<file path="src/rtl/stb_gang_pkg.sv">
// Package: shared helpers for the ganged strobed input port.
// Assumes: nothing beyond IEEE 1800-2017 constant functions.
package stb_gang_pkg;

    // Width of a lane index; at least one bit even for a single lane.
    function automatic int sel_width(input int lanes);
        return (lanes > 1) ? $clog2(lanes) : 1;
    endfunction

    // Synchronizer depth used by default for the peripheral strobe.
    localparam int DEFAULT_SYNC_STAGES = 2;

endpackage

</file>
<file path="src/rtl/stb_sync_fall.sv">
// Module: stb_sync_fall
// Brings the asynchronous active-low strobe into the clock domain through
// STAGES flops and emits a one-cycle pulse on each synchronized falling edge.
// Assumes: the strobe idles high; reset loads the chain high so that no
// false edge appears when reset is released.
module stb_sync_fall #(
    parameter int STAGES = 2
) (
    input  logic clk,
    input  logic rst_n,
    input  logic stb_n_async,
    output logic fall
);

    logic [STAGES-1:0] chain_q;
    logic              last_q;

    // Shift the raw strobe through the synchronizer chain.
    always_ff @(posedge clk) begin
        if (!rst_n) begin
            chain_q <= '1;
        end else begin
            chain_q <= {chain_q[STAGES-2:0], stb_n_async};
        end
    end

    // Remember the previous synchronized level for edge detection.
    always_ff @(posedge clk) begin
        if (!rst_n) begin
            last_q <= 1'b1;
        end else begin
            last_q <= chain_q[STAGES-1];
        end
    end

    // A high-to-low change of the synchronized level is a falling edge.
    always_comb begin
        fall = last_q & ~chain_q[STAGES-1];
    end

endmodule

</file>
<file path="src/rtl/stb_lane.sv">
// Module: stb_lane
// One byte lane: holds the captured byte, its full flag and a sticky
// overrun bit.
// Assumes: fall is a single-cycle pulse, and rd_hit is high for a single
// cycle for each host read that selects this lane.
module stb_lane #(
    parameter int W = 8
) (
    input  logic         clk,
    input  logic         rst_n,
    input  logic         fall,
    input  logic         rd_hit,
    input  logic [W-1:0] din,
    output logic [W-1:0] q,
    output logic         full,
    output logic         ovr
);

    logic         take;
    logic         clash;
    logic         full_nx;

    // Decide whether this edge captures or collides with a held byte.
    always_comb begin
        take  = fall & ~full;
        clash = fall &  full;
    end

    // Next full flag: a read empties the lane, a capture fills it.
    always_comb begin
        full_nx = full;
        if (rd_hit) begin
            full_nx = 1'b0;
        end
        if (take) begin
            full_nx = 1'b1;
        end
    end

    // Holding register: loads only on a capture into an empty lane.
    always_ff @(posedge clk) begin
        if (!rst_n) begin
            q <= '0;
        end else if (take) begin
            q <= din;
        end
    end

    // Full flag register.
    always_ff @(posedge clk) begin
        if (!rst_n) begin
            full <= 1'b0;
        end else begin
            full <= full_nx;
        end
    end

    // Sticky overrun bit, set by a strobe edge that finds the lane full.
    always_ff @(posedge clk) begin
        if (!rst_n) begin
            ovr <= 1'b0;
        end else if (clash) begin
            ovr <= 1'b1;
        end
    end

endmodule

</file>
<file path="src/rtl/stb_host_read.sv">
// Module: stb_host_read
// Host-side read path: decodes the lane select into per-lane read hits and
// registers the selected byte into the read data output.
// Assumes: host_rd is a one-cycle pulse, and selects at or above N are
// treated as empty reads that return zero.
module stb_host_read #(
    parameter int N     = 2,
    parameter int W     = 8,
    parameter int SEL_W = 1
) (
    input  logic           clk,
    input  logic           rst_n,
    input  logic           host_rd,
    input  logic [SEL_W-1:0] host_sel,
    input  logic [N*W-1:0] lane_q,
    output logic [N-1:0]   rd_hit,
    output logic [W-1:0]   rdata
);

    logic [W-1:0] pick;

    // Decode select into a one-hot read hit per lane (zero when invalid).
    always_comb begin
        for (int j = 0; j < N; j++) begin
            rd_hit[j] = host_rd && (host_sel == SEL_W'(j));
        end
    end

    // Multiplex the selected lane's byte; zero when the select is invalid.
    always_comb begin
        pick = '0;
        for (int j = 0; j < N; j++) begin
            if (host_sel == SEL_W'(j)) begin
                pick = lane_q[j*W +: W];
            end
        end
    end

    // Register the read data on each host read.
    always_ff @(posedge clk) begin
        if (!rst_n) begin
            rdata <= '0;
        end else if (host_rd) begin
            rdata <= pick;
        end
    end

endmodule

</file>
<file path="src/rtl/stb_input_gang.sv">
// Module: stb_input_gang (top)
// Ganged strobed input port: NUM_LANES byte lanes capture a shared peripheral
// bus on one synchronized strobe edge; the host drains them one at a time,
// and the last lane's full flag paces the peripheral.
// Assumes: the peripheral keeps per_data stable from strobe fall until the
// capture edge (SYNC_STAGES+1 clocks), and strobes again only after per_full
// has dropped.
module stb_input_gang
    import stb_gang_pkg::*;
#(
    parameter int NUM_LANES   = 2,
    parameter int LANE_W      = 8,
    parameter int SYNC_STAGES = DEFAULT_SYNC_STAGES,
    parameter int SEL_W       = sel_width(NUM_LANES)
) (
    input  logic                        clk,
    input  logic                        rst_n,
    input  logic [NUM_LANES*LANE_W-1:0] per_data,
    input  logic                        per_stb_n,
    output logic                        per_full,
    input  logic                        host_rd,
    input  logic [SEL_W-1:0]            host_sel,
    output logic [LANE_W-1:0]           host_rdata,
    output logic [NUM_LANES-1:0]        lane_full,
    output logic [NUM_LANES-1:0]        lane_ovr
);

    localparam int BUS_W = NUM_LANES * LANE_W;

    logic                 stb_fall;
    logic [NUM_LANES-1:0] rd_hit;
    logic [BUS_W-1:0]     lane_q;

    stb_sync_fall #(
        .STAGES (SYNC_STAGES)
    ) u_sync (
        .clk         (clk),
        .rst_n       (rst_n),
        .stb_n_async (per_stb_n),
        .fall        (stb_fall)
    );

    for (genvar j = 0; j < NUM_LANES; j++) begin : g_lane
        stb_lane #(
            .W (LANE_W)
        ) u_lane (
            .clk    (clk),
            .rst_n  (rst_n),
            .fall   (stb_fall),
            .rd_hit (rd_hit[j]),
            .din    (per_data[j*LANE_W +: LANE_W]),
            .q      (lane_q[j*LANE_W +: LANE_W]),
            .full   (lane_full[j]),
            .ovr    (lane_ovr[j])
        );
    end

    stb_host_read #(
        .N     (NUM_LANES),
        .W     (LANE_W),
        .SEL_W (SEL_W)
    ) u_read (
        .clk      (clk),
        .rst_n    (rst_n),
        .host_rd  (host_rd),
        .host_sel (host_sel),
        .lane_q   (lane_q),
        .rd_hit   (rd_hit),
        .rdata    (host_rdata)
    );

    // Return only the last lane's full flag to the peripheral.
    always_comb begin
        per_full = lane_full[NUM_LANES-1];
    end

endmodule

</file>
<file path="config.mk">
export PLATFORM = sky130hd
export DESIGN_NAME = stb_input_gang
export DESIGN_NICKNAME = d
export VERILOG_FILES = /design/src/rtl/stb_gang_pkg.sv /design/src/rtl/stb_sync_fall.sv /design/src/rtl/stb_lane.sv /design/src/rtl/stb_host_read.sv /design/src/rtl/stb_input_gang.sv
export SDC_FILE = /design/constraint.sdc
export NUM_CORES = 1
export LEC_CHECK = 0
export BUFFER_PORTS_ARGS = -buffer_cell sky130_fd_sc_hd__buf_4
export CAP_MARGIN = 20
export CORE_MARGIN = 2
export CORE_UTILIZATION = 54
export CTS_CLUSTER_SIZE = 25
export DETAILED_ROUTE_END_ITERATION = 16
export PLACE_DENSITY = 0.87
export SYNTH_ARGS = -nofsm -noshare
export SYNTH_HDL_FRONTEND = slang
export SYNTH_SLANG_ARGS = --single-unit
</file>
<file path="constraint.sdc">
create_clock -name clk -period 2.4 [get_ports clk]
set_clock_uncertainty 0.15 [all_clocks]
set_input_delay 0.12 -clock clk [delete_from_list [all_inputs] [get_ports clk]]
set_output_delay 0.12 -clock clk [all_outputs]
set_load 0.05 [all_outputs]
</file>
==> results.json <==
{
  "final-setup-viol-count": 0,
  "core_mm2": 0.00223,
  "critical_path.top_delay_family": "simple AND/OR/NAND/NOR gates",
  "layout.nets": 196,
  "cts_sinks": 31,
  "grt_first_pass_wirelength_um": 4400,
  "clk_latency_ns": 0.33,
  "die-area_mm2": 0.00278,
  "drcViolationCount": 0,
  "htree_levels": 2,
  "yosysUniqueCellTypes": 17,
  "detail_route.vias_per_cell": 5.06,
  "syn_to_final_growth_pct": 33.1,
  "crit_buf_inv": 0,
  "n_antenna_cell": 0,
  "drtIter0Drc": 15,
  "hold-worst-slack_ns": 0.0289,
  "synth_area_leader_cell": "dfxtp_1",
  "synthSimpleGateAreaFrac_pct": 15.3,
  "powerDensity_mw_per_mm2": 618,
  "holdCritStartpoint": "rst_n",
  "drive_gt1_share_pct": 23.9,
  "max_freq_ghz": 0.611,
  "netlist_instances": 131,
  "synthAdderAreaFrac_pct": 0,
  "clk_pin_slew_worst_paths_ns": 0.09,
  "nFillCells": 150,
  "post-synth-top-count-cell": "nand2_1",
  "clockBufferDepth": 2,
  "crit_path_start": "g_lane[1].u_lane.full",
  "synth_nets": 152,
  "holdCritPathClass": "in2reg",
  "period_share_pct": 68.2,
  "synth_xor_area_share_pct": 0,
  "path_max_fanout": 8,
  "crit_type": "reg2reg",
  "ios": 34,
  "wl_per_cell_um": 12.9,
  "cap_violations": 0,
  "muxShareOfSynthArea_pct": 18.8,
  "final-hold-violation-count": 0,
  "drtAntennaViolNets": 0,
  "synth_top_area_share_pct": 48.4,
  "yosys-top-cells-area": "dfxtp_1, mux2i_1, nand2_1",
  "portBuffers": 33,
  "cpPeakStageDelay_ns": 0.78,
  "wirelength_um": 2620,
  "root_buffer": "clkbuf_4",
  "place_congestion": 0.702,
  "ys_ff_latch": 31,
  "async_flop_share_pct": 0,
  "die_h_um": 52.7,
  "std_cell_rows": 17,
  "start_util_pct": 57.4,
  "die_x_um": 52.7,
  "grt_max_degree": 48,
  "overflow": 0,
  "r2r_start": "g_lane[1].u_lane.full",
  "seqCellArea_um2": 621,
  "synth_edf_count": 0,
  "grt_pass1_vias": 1092,
  "synth_compound_gate_area_share_pct": 9.08,
  "antenna_found_initial": 0,
  "crit_chain": "nor3b_2, mux2i_1",
  "rsz0062_at_grt": "false",
  "slew_violations": 0,
  "startpoint_type": "flip-flop",
  "multi_input_area_um2": 553,
  "cts_resized": 0,
  "ir_worst_vdd_v": 0.000406,
  "cts_tree": "built",
  "firstDrtPassIters": 4,
  "synthesis.area_mm2": 0.00128,
  "crit_path_end_kind": "flip-flop",
  "min_period_ns": 1.64,
  "synthFlopType": "dfxtp_1",
  "leakage_nw": 0.740,
  "ys_warn_count": 0,
  "outcome": "completed",
  "fin_setup_tns_ns": 0,
  "arrival_ns": 1.75,
  "slew_headroom_pct": 38.9,
  "numCtsBuffers": 5,
  "cp.required_ns": 2.51,
  "synth_top_cells_by_count": "nand2_1, dfxtp_1, mux2i_1",
  "vias": 1033,
  "crit_slowest_cell": "nor3b_2",
  "grt_use_total_pct": 22.6,
  "synth_top_family_by_area": "multiplexers",
  "postSynthAreaPerCell_um2": 9.78,
  "worst_pin_slew_ns": 0.912,
  "seq_area_frac_synth_pct": 48.4
}
## what timing repair did
item	in CTS	in global routing
endpoints found under the hold margin	25	0
setup buffers	0	0
hold buffers	18	0
## worst paths after layout
path | slack, ns | to | cells after the start
max reg2reg | 0.76 | g_lane[1].u_lane.q[7] | 2
min reg2reg | 0.27 | u_sync.chain_q[1] | 1
max | 0.76 | g_lane[1].u_lane.q[7] | 2
min | 0.03 | u_sync.chain_q[0] | 2
## sequential cells by signal, indices dropped and copies added (netlist names)
name / cells
g_lane.u_lane.full: 2
u_sync.chain_q: 2
u_read.rdata: 8
u_sync.last_q: 1
g_lane.u_lane.ovr: 2
g_lane.u_lane.q: 16
## cells in the final DEF, fill, tap and decap left out, drive strengths merged, types with 2 or more instances in the layout
| cell type | instances |
|---|---|
| dfxtp | 31 |
| a21oi | 8 |
| nand2 | 33 |
| and3b | 2 |
| mux2i | 24 |
| nor3b | 2 |
| dlygate4sd3 | 18 |
| buf | 33 |
| o21ai | 8 |
| nand2b | 3 |
| clkbuf | 8 |
| o21a | 2 |
## per-layer routing
layer  GRT usage, %  share of wire, %
met1           22.9                41
met2           41.0                53
met3           6.00               3.9
met4           13.2               2.4
met5              0                 0
## where the power goes
group / switching (mW) / internal, mW / total (mW)
logic: 0.0866 / 0.0763 / 0.163
clock network: 0.171 / 0.172 / 0.344
registers: 0.0132 / 0.535 / 0.548
## cell type report
cell class / count / share of cell area (%)
clock buffer: 8 / 4.04
sequential: 31 / 36.4
tap: 28 / 2.05
timing repair buffer: 51 / 25.1
multi-input combinational: 86 / 32.4
## cell families (layout without fill, tap and decap cells)
family / count (synthesis) / count (layout)
AOI/OAI and AO/OA: 20 / 20
and+or+nand+nor: 42 / 42
muxes: 24 / 24
buffers and inverters: 14 / 59
DFF: 31 / 31
## per-stage QoR
step                      cell area [um2]  worst slack, ns  util (%)  instances  power [mW]
after floorplan                      1280             1.07         -        131       0.658
after global placement               1460            0.796      65.2        178       0.695
after detailed placement             1460            0.775      65.2        178       0.699
after CTS                            1710            0.756      76.4        204        1.06
after global routing                 1710            0.645      76.4        204        1.09
final                                1710            0.764      76.4        204        1.05
No activity file was read; power rests on OpenSTA's default activity.
